==> config.mk <==
export PLATFORM = sky130hd
export DESIGN_NAME = banked_cs_decoder
export DESIGN_NICKNAME = d
export VERILOG_FILES = /design/src/rtl/csdec_pkg.sv /design/src/rtl/csdec_rst_sync.sv /design/src/rtl/csdec_sel_decoder.sv /design/src/rtl/csdec_shared_ctl.sv /design/src/rtl/csdec_bank_reg.sv /design/src/rtl/banked_cs_decoder.sv
export SDC_FILE = /design/constraint.sdc
export NUM_CORES = 1
export LEC_CHECK = 0
export BUFFER_PORTS_ARGS = -buffer_cell sky130_fd_sc_hd__buf_2
export CAP_MARGIN = 20
export CORE_AREA = 2 2 41 43
export CTS_BUF_LIST = sky130_fd_sc_hd__clkbuf_2
export DETAILED_ROUTE_END_ITERATION = 7
export DIE_AREA = 0 0 43 45
export PLACE_DENSITY_LB_ADDON = 0.15
export RECOVER_POWER = 100
export SLEW_MARGIN = 25
export SYNTH_ARGS = -nofsm -noshare
export SYNTH_HDL_FRONTEND = slang
export SYNTH_SLANG_ARGS = --single-unit
==> constraint.sdc <==
create_clock -name clk -period 0.8 [get_ports clk]
set_clock_uncertainty 0.15 [all_clocks]
set_input_delay 0.08 -clock clk [delete_from_list [all_inputs] [get_ports clk]]
set_output_delay 0.08 -clock clk [all_outputs]
set_load 0.05 [all_outputs]
==> src/rtl/csdec_pkg.sv <==
package csdec_pkg;
  localparam int unsigned CSD_ADDR_W = 16;
  localparam int unsigned CSD_SEL_W  = 3;
  localparam int unsigned CSD_BANK_W = 2;
  localparam int unsigned CSD_NEN    = 3;

  typedef struct packed {
    logic code_rd_n;
    logic data_rd_n;
    logic data_wr_n;
  } strobes_t;
endpackage

==> src/rtl/csdec_rst_sync.sv <==
module csdec_rst_sync (
  input  logic clk,
  input  logic rst_n,
  output logic rst_q_n
);
  logic [1:0] stage_q;
  logic [1:0] stage_d;

  always_comb stage_d = {stage_q[0], 1'b1};

  always_ff @(posedge clk or negedge rst_n) begin
    if (!rst_n) stage_q <= 2'b00;
    else        stage_q <= stage_d;
  end

  assign rst_q_n = stage_q[1];
endmodule

==> src/rtl/csdec_sel_decoder.sv <==
module csdec_sel_decoder #(
  parameter int unsigned SEL_W = 3,
  parameter int unsigned NEN   = 3,
  parameter logic [NEN-1:0] EN_POL = 3'b001,
  localparam int unsigned NOUT = 1 << SEL_W
) (
  input  logic [SEL_W-1:0] sel,
  input  logic [NEN-1:0]   en,
  output logic [NOUT-1:0]  y_n
);
  logic gate_open;

  always_comb gate_open = &(en ~^ EN_POL);

  for (genvar i = 0; i < NOUT; i++) begin : g_out
    assign y_n[i] = ~(gate_open && (sel == SEL_W'(i)));
  end
endmodule

==> src/rtl/csdec_shared_ctl.sv <==
import csdec_pkg::*;

module csdec_shared_ctl (
  input  logic     upper_half,
  input  strobes_t stb,
  output logic     cs_n,
  output logic     oe_n
);
  logic code_hit;
  logic data_hit;

  always_comb begin
    code_hit = !stb.code_rd_n && !upper_half;
    data_hit = !stb.data_rd_n &&  upper_half;
    cs_n     = !(code_hit || data_hit);
    oe_n     = stb.code_rd_n & stb.data_rd_n;
  end
endmodule

==> src/rtl/csdec_bank_reg.sv <==
module csdec_bank_reg #(
  parameter int unsigned BANK_W = 2
) (
  input  logic              clk,
  input  logic              rst_n,
  input  logic              we,
  input  logic [BANK_W-1:0] wdata,
  output logic [BANK_W-1:0] bank_q
);
  logic [BANK_W-1:0] bank_d;

  always_comb bank_d = we ? wdata : bank_q;

  always_ff @(posedge clk or negedge rst_n) begin
    if (!rst_n) bank_q <= '0;
    else        bank_q <= bank_d;
  end
endmodule

==> src/rtl/banked_cs_decoder.sv <==
import csdec_pkg::*;

module banked_cs_decoder #(
  parameter int unsigned ADDR_W = CSD_ADDR_W,
  parameter int unsigned SEL_W  = CSD_SEL_W,
  parameter int unsigned BANK_W = CSD_BANK_W,
  parameter logic [CSD_NEN-1:0] EN_POL = 3'b001,
  localparam int unsigned NBLK  = 1 << SEL_W,
  localparam int unsigned BIG_W = ADDR_W + BANK_W
) (
  input  logic               clk,
  input  logic               rst_n,
  input  logic [ADDR_W-1:0]  addr,
  input  logic               code_rd_n,
  input  logic               data_rd_n,
  input  logic               data_wr_n,
  input  logic [CSD_NEN-1:0] gate_en,
  input  logic               bank_we,
  input  logic [BANK_W-1:0]  bank_wdata,
  output logic [NBLK-1:0]    blk_cs_n,
  output logic               shared_cs_n,
  output logic               shared_oe_n,
  output logic               big_cs_n,
  output logic               big_oe_n,
  output logic               big_we_n,
  output logic [BIG_W-1:0]   big_addr
);
  strobes_t          stb;
  logic              rst_q_n;
  logic [BANK_W-1:0] bank_q;

  always_comb begin
    stb.code_rd_n = code_rd_n;
    stb.data_rd_n = data_rd_n;
    stb.data_wr_n = data_wr_n;
  end

  csdec_rst_sync u_rst (
    .clk     (clk),
    .rst_n   (rst_n),
    .rst_q_n (rst_q_n)
  );

  csdec_sel_decoder #(
    .SEL_W  (SEL_W),
    .NEN    (CSD_NEN),
    .EN_POL (EN_POL)
  ) u_dec (
    .sel (addr[ADDR_W-1 -: SEL_W]),
    .en  (gate_en),
    .y_n (blk_cs_n)
  );

  csdec_shared_ctl u_shared (
    .upper_half (addr[ADDR_W-1]),
    .stb        (stb),
    .cs_n       (shared_cs_n),
    .oe_n       (shared_oe_n)
  );

  csdec_bank_reg #(
    .BANK_W (BANK_W)
  ) u_bank (
    .clk    (clk),
    .rst_n  (rst_q_n),
    .we     (bank_we),
    .wdata  (bank_wdata),
    .bank_q (bank_q)
  );

  always_comb begin
    big_oe_n = stb.data_rd_n;
    big_we_n = stb.data_wr_n;
    big_cs_n = stb.data_rd_n & stb.data_wr_n;
    big_addr = {bank_q, addr};
  end
endmodule

==> results.txt, run 1 <==
----------------------------------------------------
[Cells and area]
  Number of diodes added for antenna fixing ... 0
  Final cell count without fillers ... 79
  Layout-stage area growth over the synthesis result ... 90.0%
  Proportion of layout cells with a drive suffix above 1 ... 0.873
  Number of nets in the layout ... 91
  Count of filler cells inserted in the layout ... 129

[Route]
  Routed wire per std cell ... 14.1 um
  Iteration count of the initial detailed-routing pass ... 4
  Aggregate routed wire length ... 1110 um
  Post-route DRC ... 0
  Number of nets with antenna violations after routing ... 0
  Post-DR vias/cell ... 4.54
  Via count ... 359
  Number of violations reported at the end of detailed-routing iteration 0 ... 1

[Timing]
  Unrepaired setup endpoints after global routing ... yes
  Setup_tns ... -3.20 ns
  Worst-case hold slack ... -0.154 ns
  Final critical path time including I/O delays and setup ... 1.12 ns
  Max-slew violation count ... 0
  Final setup violation count ... 13
  Final hold violation count ... 4
  Final worst path period share ... 1.40
  Final worst-path setup slack ... -0.321 ns
  Max frequency ... 892 MHz

[Floorplan]
  Core area ... 1470 um^2
  Die Wd ... 43 um
  Initial core utilization ... 0.255
  Ports ... 58
  FP Rows ... 14
  Die height ... 45 um
  Area of the die ... 1940 um^2

[Synth]
  Number of enable flip-flop cells after synthesis ... 0
  Top-count cell post-synth ... sky130_fd_sc_hd__buf_4
  Netlist area before placement ... 375 um^2
  Area contributors post-synth ... sky130_fd_sc_hd__buf_4, sky130_fd_sc_hd__dfrtp_1, sky130_fd_sc_hd__mux2_2
  Number of warning messages in the yosys log ... 0
  Mean post-synth cell area ... 9.16 um^2
  Share of the synthesized area in the top cell type ... 0.360
  Number of register bits inferred by synthesis ... 4
  Instance count of the mapped netlist ... 41
  Leading register cell type out of synthesis ... sky130_fd_sc_hd__dfrtp_1
  Syn_nets ... 68
  Sequential cell area fraction in the yosys report ... 0.267
  Fraction of synthesis flops using an asynchronous set or reset pin ... 1.00
  Yosys top cell by area ... sky130_fd_sc_hd__buf_4
  Top cells by instance count after synthesis ... sky130_fd_sc_hd__buf_4, sky130_fd_sc_hd__nand2_1, sky130_fd_sc_hd__dfrtp_1
  Number of distinct library cell variants in the gate-level netlist after synthesis ... 12

[GRT]
  Wire length of the first global-routing pass ... 1610 um
  Number of global-route vias before repair ... 342
  Antenna violations before repair ... 0
  Total Routing Usage GR ... 0.114
  Maximum number of pins on one net before global-route repair ... 5
  Overflow left after global routing ... 0

[Power and ir drop]
  Areal power density over the cells ... 1130 nW/um^2
  Worst supply voltage drop on vdd ... 1.00 mV
  P_leak ... 0.000356 uW

[Place]
  Half-perimeter wire length of the detailed placement result ... 754 um
  Final Wtd Congestion ... 0.663
  Number of placed instances with taps included ... 74
  Number of buffers inserted by port buffering ... 31
  Worst slack after detailed placement ... -0.381 ns

[Worst setup path]
  Type of destination of the critical path ... output pin
  CP Max Fanout ... 4
  Arrival time reported for the critical path endpoint ... 0.89 ns
  Startpoint types ... input pin
  Number of cells on the worst reg-to-reg path ... 1
  Type of the setup path with the least slack ... input pin to output pin
  Critical path required time ... 0.57 ns

[CTS]
  Worst skew pair latency ... 0.19 ns
  Master cell of the clock root buffer ... sky130_fd_sc_hd__clkbuf_2
  Number of sinks driven by the clock tree ... 4
  Clock transition at the register clock pins on the worst setup and hold paths after CTS ... 0.06 ns
  Deepest clock path buffer count ... 2
  Inserted Clock Buffers ... 3
  Post-CTS Hold Buffers ... 1
  CTS HTree Levels ... 1
  Setup Fix Bufs, Post-CTS ... 0
  Clock tree from TritonCTS ... yes

[Worst hold path]
  Hold Crit Class ... flip-flop to asynchronous set/reset pin

[Flow run]
  Number of maximum-capacitance constraint violations ... 0

[Status]
  Violations in the final reports ... hold timing, setup timing
  Outcome ... finished with violations

----------------------------------------------------
==> power breakdown <==
group          switching (uW)  internal (uW)  total, uW
clock network            81.0            132        213
registers                8.68            220        229
logic                     220            142        362
total                     310            494        804
==> through the flow <==
stage	util	hold WS, ns	instance area [um^2]	total power [uW]
2_1_floorplan	-	-0.366	449	613
5_1_grt	0.485	-0.149	713	854
3_5_place_dp	0.353	-0.283	519	523
6_report	0.485	-0.154	713	804
3_3_place_gp	0.353	-0.284	519	526
4_1_cts	0.454	-0.153	668	803
==> path summary, 6_finish.rpt <==
kind / slack (ns) / from / endpoint
min in group clk: -0.04 / bank_wdata[0] / u_bank.bank_q[0]$_DFFE_PN0P_
hold reg to reg: -0.15 / u_rst.stage_q[1]$_DFF_PN0_ / u_bank.bank_q[1]$_DFFE_PN0P_
setup reg to reg: -0.13 / u_bank.bank_q[0]$_DFFE_PN0P_ / u_bank.bank_q[0]$_DFFE_PN0P_
max in group asynchronous: 0.32 / rst_n / u_rst.stage_q[1]$_DFF_PN0_
setup / recovery: -0.32 / addr[15] / blk_cs_n[3]
hold / removal: -0.15 / u_rst.stage_q[1]$_DFF_PN0_ / u_bank.bank_q[1]$_DFFE_PN0P_
==> cell usage in the layout, fill, tap and decap left out, types with 2 or more instances in the layout <==
cell type                  synthesis  final
sky130_fd_sc_hd__buf_2             0      8
sky130_fd_sc_hd__and2_1            2      2
sky130_fd_sc_hd__buf_6             0      9
sky130_fd_sc_hd__nand2_4           0      4
sky130_fd_sc_hd__nand2_8           0      2
sky130_fd_sc_hd__mux2_2            3      2
sky130_fd_sc_hd__dfrtp_1           4      2
sky130_fd_sc_hd__clkbuf_2          0     10
sky130_fd_sc_hd__buf_4            18      2
sky130_fd_sc_hd__dfrtp_2           0      2
sky130_fd_sc_hd__nand3_4           0      2
sky130_fd_sc_hd__buf_8             0      9
==> cell type report <==
type	count	area, um^2	share of cell area
Timing Repair Buffer	36	335	0.470
Clock buffer	4	20.0	0.0281
Multi-Input combinational cell	19	235	0.330
Tap cell	16	20.0	0.0281
Sequential cell	4	103	0.144
==> kinds of logic (layout without fill, tap and decap cells) <==
| family | after synthesis | after routing | share of synthesized area |
|---|---|---|---|
| DFF | 4 | 4 | 0.267 |
| and+or+nand+nor | 15 | 15 | 0.273 |
| buffers and inverters | 18 | 40 | 0.360 |
| muxes | 3 | 3 | 0.0900 |
| other | 1 | 1 | 0.00999 |
==> flip-flops by register name (all words and copies together), names as in the netlist <==
name / count
u_bank.bank_q: 2
u_rst.stage_q: 2
==> critical path, cell delays in order <==
cell and delay [ns]:
sky130_fd_sc_hd__buf_8 0.10, sky130_fd_sc_hd__nor4b_4 0.29, sky130_fd_sc_hd__buf_6 0.18, sky130_fd_sc_hd__nand3_4 0.08, sky130_fd_sc_hd__buf_8 0.15
==> layer usage <==
| layer | global-route usage | part of all wire |
|---|---|---|
| met2 | 0.212 | 0.52 |
| met5 | 0 | 0 |
| met4 | 0.0424 | 0 |
| met3 | 0.0840 | 0.20 |
| met1 | 0.0931 | 0.28 |
==> repair_timing <==
action,in CTS,in global routing
setup endpoints to repair,16,13
endpoints found under the hold margin,6,4
resized for setup,36,11
pin swaps,3,3
Power figures use the tool's default switching activity.
==> run 2, diff against run 1 <==
Settings changed: SKIP_LAST_GASP set to 1.
==> run 2 against run 1 <==
Net effect:
- the flow still finishes with violations (hold timing, setup timing)
- die area unchanged
- sequential share of layout area increased by 0.15 points
- combinational power decreased by 1%
- global-route usage unchanged
- worst hold slack improved by 0.00064 ns
- via count increased by 1.1%
- maximum frequency about the same
- setup slack about the same
- utilization decreased by 0.51 points
- critical endpoint unchanged
- largest power group unchanged
- highest routed layer unchanged
==> results.txt, run 2 (synthesis gave the netlist of run 1 again) <==
----------------------------------------------------
[Status]
  Outcome ... finished with violations (unchanged)
  Violations in the final reports ... hold timing, setup timing (unchanged)

[Route]
  Post-route DRC ... 0 (unchanged)
  Number of violations reported at the end of detailed-routing iteration 0 ... 1 (unchanged)
  Number of nets with antenna violations after routing ... 0 (unchanged)
  Iteration count of the initial detailed-routing pass ... 2 (was 4)
  Post-DR vias/cell ... 4.59 (was 4.54)
  Aggregate routed wire length ... 1090 um (was 1110 um)
  Routed wire per std cell ... 13.8 um (was 14.1 um)
  Via count ... 363 (was 359)

[CTS]
  CTS HTree Levels ... 1 (unchanged)
  Setup Fix Bufs, Post-CTS ... 0 (unchanged)
  Deepest clock path buffer count ... 2 (unchanged)
  Worst skew pair latency ... 0.19 ns (about the same)
  Clock tree from TritonCTS ... yes (unchanged)
  Master cell of the clock root buffer ... sky130_fd_sc_hd__clkbuf_2 (unchanged)
  Number of sinks driven by the clock tree ... 4 (unchanged)
  Post-CTS Hold Buffers ... 1 (unchanged)
  Clock transition at the register clock pins on the worst setup and hold paths after CTS ... 0.06 ns (about the same)
  Inserted Clock Buffers ... 3 (unchanged)

[Cells and area]
  Most frequent cells in the layout ... sky130_fd_sc_hd__buf_2, sky130_fd_sc_hd__buf_8, sky130_fd_sc_hd__clkbuf_2 (was sky130_fd_sc_hd__clkbuf_2, sky130_fd_sc_hd__buf_6, sky130_fd_sc_hd__buf_8)
  Number of diodes added for antenna fixing ... 0 (unchanged)
  Final cell count without fillers ... 79 (unchanged)
  Layout-stage area growth over the synthesis result ... 88.0% (was 90.0%)
  Registers with the highest flip-flop counts ... u_bank.bank_q: 2 flops, u_rst.stage_q: 2 flops (unchanged)
  Count of filler cells inserted in the layout ... 130 (was 129)
  Proportion of layout cells with a drive suffix above 1 ... 0.873 (unchanged)
  Sequential cell area in the final layout ... 103 um^2 (unchanged)
  Combined area of the multi-input logic cells ... 235 um^2 (unchanged)
  Most common cell after layout, fill and taps aside ... sky130_fd_sc_hd__buf_2 (was sky130_fd_sc_hd__clkbuf_2)
  Number of nets in the layout ... 91 (unchanged)

[Floorplan]
  Initial core utilization ... 0.255 (unchanged)
  Die Wd ... 43 um (unchanged)
  FP Rows ... 14 (unchanged)
  Die height ... 45 um (unchanged)
  Ports ... 58 (unchanged)
  Area of the die ... 1940 um^2 (unchanged)
  Core area ... 1470 um^2 (unchanged)

[Power and ir drop]
  Power share of the combinational group ... 0.448 (was 0.451)
  Share of power burned in the clock network ... 0.266 (was 0.265)
  Areal power density over the cells ... 1130 nW/um^2 (about the same)
  Net switching power ... 308 uW (was 310 uW)
  Total Power ... 799 uW (was 804 uW)
  Relative contribution of sequential cells to total power ... 0.287 (was 0.285)
  P_leak ... 0.000353 uW (was 0.000356 uW)
  Worst supply voltage drop on vdd ... 0.965 mV (was 1.00 mV)
  Cell-internal power ... 491 uW (was 494 uW)
  Switching Fraction ... 0.385 (about the same)

[Worst setup path]
  CP peak stage delay ... 0.29 ns (about the same)
  Critical path required time ... 0.57 ns (about the same)
  Number of cells on the worst reg-to-reg path ... 1 (unchanged)
  Cell repeated most along the worst path ... sky130_fd_sc_hd__buf_8 (unchanged)
  Arrival time reported for the critical path endpoint ... 0.89 ns (about the same)
  Cell family with the largest share of critical-path delay ... buffers and inverters (unchanged)
  Startpoint types ... input pin (unchanged)
  Critical Path Source ... addr[15] (unchanged)
  Origin of the critical flop-to-flop path ... u_bank.bank_q[0]$_DFFE_PN0P_ (unchanged)
  Critical-path cell with the highest stage delay ... sky130_fd_sc_hd__nor4b_4 (unchanged)
  Combined buffer and inverter count along the critical path ... 3 (unchanged)
  Type of the setup path with the least slack ... input pin to output pin (unchanged)
  Worst flop-to-flop path endpoint ... u_bank.bank_q[0]$_DFFE_PN0P_ (unchanged)
  Type of destination of the critical path ... output pin (unchanged)
  Worst R2R Setup Slack ... -0.13 ns (about the same)
  CP cell instances ... buf_8, nor4b_4, buf_6, nand3_4, buf_8 (unchanged)
  CP Max Fanout ... 4 (unchanged)

[GRT]
  Maximum number of pins on one net before global-route repair ... 5 (unchanged)
  Antenna violations before repair ... 0 (unchanged)
  Wire length of the first global-routing pass ... 1610 um (unchanged)
  Number of global-route vias before repair ... 342 (unchanged)
  Total Routing Usage GR ... 0.114 (unchanged)
  Overflow left after global routing ... 0 (unchanged)

[Timing]
  Final worst path period share ... 1.40 (about the same)
  Unrepaired setup endpoints after global routing ... yes (unchanged)
  Final setup violation count ... 13 (unchanged)
  Final hold violation count ... 4 (unchanged)
  Worst-case hold slack ... -0.153 ns (was -0.154 ns)
  Final worst-path setup slack ... -0.321 ns (about the same)
  Max-slew violation count ... 0 (unchanged)
  Max frequency ... 892 MHz (about the same)
  Final critical path time including I/O delays and setup ... 1.12 ns (about the same)

[Place]
  Worst slack after detailed placement ... -0.381 ns (unchanged)
  Number of buffers inserted by port buffering ... 31 (unchanged)
  Final Wtd Congestion ... 0.663 (unchanged)
  Number of placed instances with taps included ... 74 (unchanged)
  Half-perimeter wire length of the detailed placement result ... 754 um (unchanged)

[Worst hold path]
  Hold Crit Class ... flip-flop to asynchronous set/reset pin (unchanged)

[Flow run]
  Number of maximum-capacitance constraint violations ... 0 (unchanged)

----------------------------------------------------
[run 2: cell count changes in the layout (fill, tap and decap cells not counted), sizes merged]
cell	previous run	this run
buf	28	30
clkbuf	11	9
[run 2: area by class of cell]
class,count,area share
timing repair buffer,36,0.465
multi-input combinational,19,0.333
sequential,4,0.145
clock buffer,4,0.0284
tap,16,0.0284
[run 2: per-layer routing]
metal	vias up	share of wire	global-route usage
met4	0	0	0.0424
met2	37	0.53	0.212
met1	166	0.27	0.0931
met5	-	0	0
met3	0	0.20	0.0840
li1	160	-	-
[run 2: worst max path at each step]
stage | depth (start not counted) | end | slack, ns
2_1_floorplan | 1 | u_bank.bank_q[0]$_DFFE_PN0P_ | -0.25
3_3_place_gp | 5 | blk_cs_n[3] | -0.37
3_5_place_dp | 4 | blk_cs_n[7] | -0.38
4_1_cts | 4 | blk_cs_n[7] | -0.32
5_1_grt | 5 | blk_cs_n[3] | -0.33
6_report | 5 | blk_cs_n[3] | -0.32
[run 2: power by group through the flow]
stage / clock, uW / combinational, uW / sequential, uW
after floorplan: 0 / 346 / 267
after global placement: 0 / 296 / 230
after detailed placement: 0 / 293 / 230
after CTS: 229 / 345 / 229
after global routing: 247 / 372 / 231
final: 212 / 357 / 229
[run 2: what timing repair did]
| action | CTS | global route |
|---|---|---|
| pin swaps | 3 | 3 |
| resized for setup | 36 | 9 |
| endpoints found under the setup margin | 16 | 13 |
| endpoints found under the hold margin | 6 | 4 |
[run 2: through the flow]
| step | setup TNS (ns) | util | instance area, um^2 |
|---|---|---|---|
| finish | -3.20 | 0.480 | 706 |
| global route | -3.48 | 0.480 | 706 |
| CTS | -3.09 | 0.454 | 668 |
| detailed placement | -3.39 | 0.353 | 519 |
| global placement | -3.53 | 0.353 | 519 |
| floorplan | -1.66 | - | 449 |
==> run 3, diff against run 2 <==
Settings changed: CORE_AREA 2 2 41 43 to 2 2 42 44, DIE_AREA 0 0 43 45 to 0 0 44 46, MAX_ROUTING_LAYER set to met4, SYNTH_HIERARCHICAL set to 1.
==> run 3 against run 2 <==
Net effect:
- the flow still finishes with violations (hold timing, setup timing)
- wire length is 17% lower
- via count shrank 7.7%
- critical path type unchanged
- global-route usage is 2.8 points lower
- critical endpoint unchanged
- clock power about the same
- cell count unchanged
- largest power group unchanged
==> results.txt, run 3 <==
----------------------------------------------------
[Synth]
  Area contributors post-synth ... sky130_fd_sc_hd__buf_4, sky130_fd_sc_hd__dfrtp_1, sky130_fd_sc_hd__nor3b_2 (was sky130_fd_sc_hd__buf_4, sky130_fd_sc_hd__dfrtp_1, sky130_fd_sc_hd__mux2_2)
  Syn_nets ... 69 (was 68)
  Leading register cell type out of synthesis ... sky130_fd_sc_hd__dfrtp_1 (unchanged)
  Top-count cell post-synth ... sky130_fd_sc_hd__buf_4 (unchanged)
  Netlist area before placement ... 378 um^2 (was 375 um^2)
  Share of the synthesized area in the top cell type ... 0.358 (was 0.360)
  Number of register bits inferred by synthesis ... 4 (unchanged)
  Yosys top cell by area ... sky130_fd_sc_hd__buf_4 (unchanged)
  Number of distinct library cell variants in the gate-level netlist after synthesis ... 12 (unchanged)
  Fraction of synthesis flops using an asynchronous set or reset pin ... 1.00 (unchanged)
  Number of warning messages in the yosys log ... 6 (was 0)
  Mean post-synth cell area ... 9.00 um^2 (was 9.16 um^2)
  Top cells by instance count after synthesis ... sky130_fd_sc_hd__buf_4, sky130_fd_sc_hd__nand2_1, sky130_fd_sc_hd__dfrtp_1 (unchanged)
  Number of enable flip-flop cells after synthesis ... 0 (unchanged)
  Sequential cell area fraction in the yosys report ... 0.265 (was 0.267)
  Instance count of the mapped netlist ... 42 (was 41)

[Worst setup path]
  Origin of the critical flop-to-flop path ... u_bank/bank_q[0]$_DFFE_PN0P_ (was u_bank.bank_q[0]$_DFFE_PN0P_)
  Combined buffer and inverter count along the critical path ... 2 (was 3)
  Critical-path cell with the highest stage delay ... sky130_fd_sc_hd__and3b_2 (was sky130_fd_sc_hd__nor4b_4)
  CP cell instances ... buf_6, and3b_2, nand3_4, buf_8 (was buf_8, nor4b_4, buf_6, nand3_4, buf_8)
  Type of destination of the critical path ... output pin (unchanged)
  Critical path required time ... 0.57 ns (about the same)
  CP peak stage delay ... 0.35 ns (was 0.29 ns)
  Critical Path Source ... gate_en[1] (was addr[15])
  Startpoint types ... input pin (unchanged)
  Type of the setup path with the least slack ... input pin to output pin (unchanged)
  Cell family with the largest share of critical-path delay ... simple AND/OR/NAND/NOR gates (was buffers and inverters)
  CP Max Fanout ... 4 (unchanged)
  Arrival time reported for the critical path endpoint ... 0.78 ns (was 0.89 ns)

[Cells and area]
  Most common cell after layout, fill and taps aside ... sky130_fd_sc_hd__buf_2 (unchanged)
  Final cell count without fillers ... 79 (unchanged)
  Sequential cell area in the final layout ... 103 um^2 (unchanged)
  Proportion of layout cells with a drive suffix above 1 ... 0.887 (was 0.873)
  Layout-stage area growth over the synthesis result ... 86.8% (was 88.0%)
  Registers with the highest flip-flop counts ... u_bank/bank_q: 2 flops, u_rst/stage_q: 2 flops (was u_bank.bank_q: 2 flops, u_rst.stage_q: 2 flops)
  Most frequent cells in the layout ... sky130_fd_sc_hd__buf_2, sky130_fd_sc_hd__buf_6, sky130_fd_sc_hd__clkbuf_2 (was sky130_fd_sc_hd__buf_2, sky130_fd_sc_hd__buf_8, sky130_fd_sc_hd__clkbuf_2)
  Number of nets in the layout ... 90 (was 91)
  Count of filler cells inserted in the layout ... 155 (was 130)
  Cell area after layout ... 706 um^2 (unchanged)
  Number of diodes added for antenna fixing ... 0 (unchanged)
  Combined area of the multi-input logic cells ... 236 um^2 (was 235 um^2)

[Route]
  Via count ... 335 (was 363)
  Iteration count of the initial detailed-routing pass ... 2 (unchanged)
  Number of nets with antenna violations after routing ... 0 (unchanged)
  Number of violations reported at the end of detailed-routing iteration 0 ... 2 (was 1)
  Post-DR vias/cell ... 4.24 (was 4.59)
  Post-route DRC ... 0 (unchanged)
  Aggregate routed wire length ... 908 um (was 1090 um)
  Routed wire per std cell ... 11.5 um (was 13.8 um)

[Floorplan]
  Area of the die ... 2020 um^2 (was 1940 um^2)
  Die Wd ... 44 um (was 43 um)
  Ports ... 58 (unchanged)
  Core area ... 1610 um^2 (was 1470 um^2)
  Die height ... 46 um (was 45 um)
  Initial core utilization ... 0.234 (was 0.255)
  FP Rows ... 15 (was 14)

[Place]
  Final Wtd Congestion ... 0.658 (was 0.663)
  Number of placed instances with taps included ... 74 (unchanged)
  Placed Instance Area ... 542 um^2 (was 519 um^2)
  Number of buffers inserted by port buffering ... 31 (unchanged)
  Half-perimeter wire length of the detailed placement result ... 736 um (was 754 um)

[Timing]
  Final hold violation count ... 4 (unchanged)
  Max frequency ... 990 MHz (was 892 MHz)
  Unrepaired setup endpoints after global routing ... yes (unchanged)
  Worst-case hold slack ... -0.144 ns (was -0.153 ns)
  Final setup violation count ... 13 (unchanged)
  Final critical path time including I/O delays and setup ... 1.01 ns (was 1.12 ns)
  Final worst path period share ... 1.26 (was 1.40)
  Final worst-path setup slack ... -0.210 ns (was -0.321 ns)
  Max-slew violation count ... 0 (unchanged)

[GRT]
  Number of global-route vias before repair ... 284 (was 342)
  Total Routing Usage GR ... 0.0865 (was 0.114)
  Maximum number of pins on one net before global-route repair ... 7 (was 5)
  Antenna violations before repair ... 0 (unchanged)
  Wire length of the first global-routing pass ... 1270 um (was 1610 um)
  Overflow left after global routing ... 0 (unchanged)

[Flow run]
  Number of maximum-capacitance constraint violations ... 0 (unchanged)

[CTS]
  Worst skew pair latency ... 0.20 ns (was 0.19 ns)
  Clock transition at the register clock pins on the worst setup and hold paths after CTS ... 0.05 ns (was 0.06 ns)
  Setup Fix Bufs, Post-CTS ... 0 (unchanged)
  CTS HTree Levels ... 1 (unchanged)
  Master cell of the clock root buffer ... sky130_fd_sc_hd__clkbuf_2 (unchanged)
  Number of sinks driven by the clock tree ... 4 (unchanged)
  Clock tree from TritonCTS ... yes (unchanged)
  Inserted Clock Buffers ... 3 (unchanged)
  Post-CTS Hold Buffers ... 1 (unchanged)
  Deepest clock path buffer count ... 2 (unchanged)

[Power and ir drop]
  Worst supply voltage drop on vdd ... 1.04 mV (was 0.965 mV)
  Areal power density over the cells ... 1150 nW/um^2 (was 1130 nW/um^2)
  P_leak ... 0.000384 uW (was 0.000353 uW)

[Worst hold path]
  Hold Crit Class ... flip-flop to asynchronous set/reset pin (unchanged)

[Status]
  Violations in the final reports ... hold timing, setup timing (unchanged)
  Outcome ... finished with violations (unchanged)

----------------------------------------------------
## run 3: changes by cell type in the layout (fill, tap and decap cells not counted), moves of 2 or more
cell,previous run,this run
sky130_fd_sc_hd__and3b_2,0,2
sky130_fd_sc_hd__buf_12,0,2
sky130_fd_sc_hd__buf_4,4,1
sky130_fd_sc_hd__buf_6,7,9
sky130_fd_sc_hd__buf_8,9,6
sky130_fd_sc_hd__nand2_4,4,6
sky130_fd_sc_hd__nand2_8,2,0
sky130_fd_sc_hd__nor3b_4,0,2
## run 3: power by group
| group | total (uW) | internal [uW] | switching [uW] | leakage (uW) |
|---|---|---|---|---|
| combinational | 364 | 146 | 218 | 0.000323 |
| clock | 215 | 132 | 82.8 | 0.0000166 |
| sequential | 230 | 220 | 9.58 | 0.0000447 |
## run 3: cells by family after synthesis
group,count (synthesis),share of synthesized area
muxes,3,0.0993
buffers and inverters,18,0.358
and+or+nand+nor,16,0.268
DFF,4,0.265
other,1,0.00992
## run 3: per-stage QoR
stage / setup TNS [ns] / worst slack (ns) / total power [uW] / util
6_report: -2.16 / -0.210 / 809 / 0.437
5_1_grt: -2.52 / -0.245 / 848 / 0.437
4_1_cts: -2.19 / -0.219 / 813 / 0.429
3_5_place_dp: -2.67 / -0.291 / 539 / 0.336
3_3_place_gp: -2.66 / -0.299 / 540 / 0.336
2_1_floorplan: -1.01 / -0.252 / 624 / -
## run 3: path summary, 6_finish.rpt
check	slack, ns	cells after the start	endpoint
max	-0.21	4	blk_cs_n[3]
min	-0.14	0	u_bank/bank_q[0]$_DFFE_PN0P_
max reg2reg	-0.12	1	u_bank/bank_q[0]$_DFFE_PN0P_
min reg2reg	-0.14	0	u_bank/bank_q[0]$_DFFE_PN0P_
max in group asynchronous	0.32	2	u_rst/stage_q[1]$_DFF_PN0_
min in group clk	-0.04	2	u_bank/bank_q[1]$_DFFE_PN0P_
## run 3: final cells by class
cell class | count | area share
clock buffers | 4 | 0.0284
multi-input cells | 20 | 0.335
flip-flops and latches | 4 | 0.145
well taps | 17 | 0.0301
repair buffers | 34 | 0.461
## run 3: metal layers
layer,share of wire,global-route usage,up-vias,wire length [um]
met3,0.16,0.0397,0,145
met5,0,-,-,0
met4,0,0.0364,0,0
li1,-,-,157,-
met2,0.57,0.150,37,519
met1,0.27,0.0829,141,243
## run 3: timing repair
action,CTS,global route
pin swaps,6,2
hold endpoints to repair,6,4
gates resized for setup,37,4
endpoints found under the setup margin,14,15
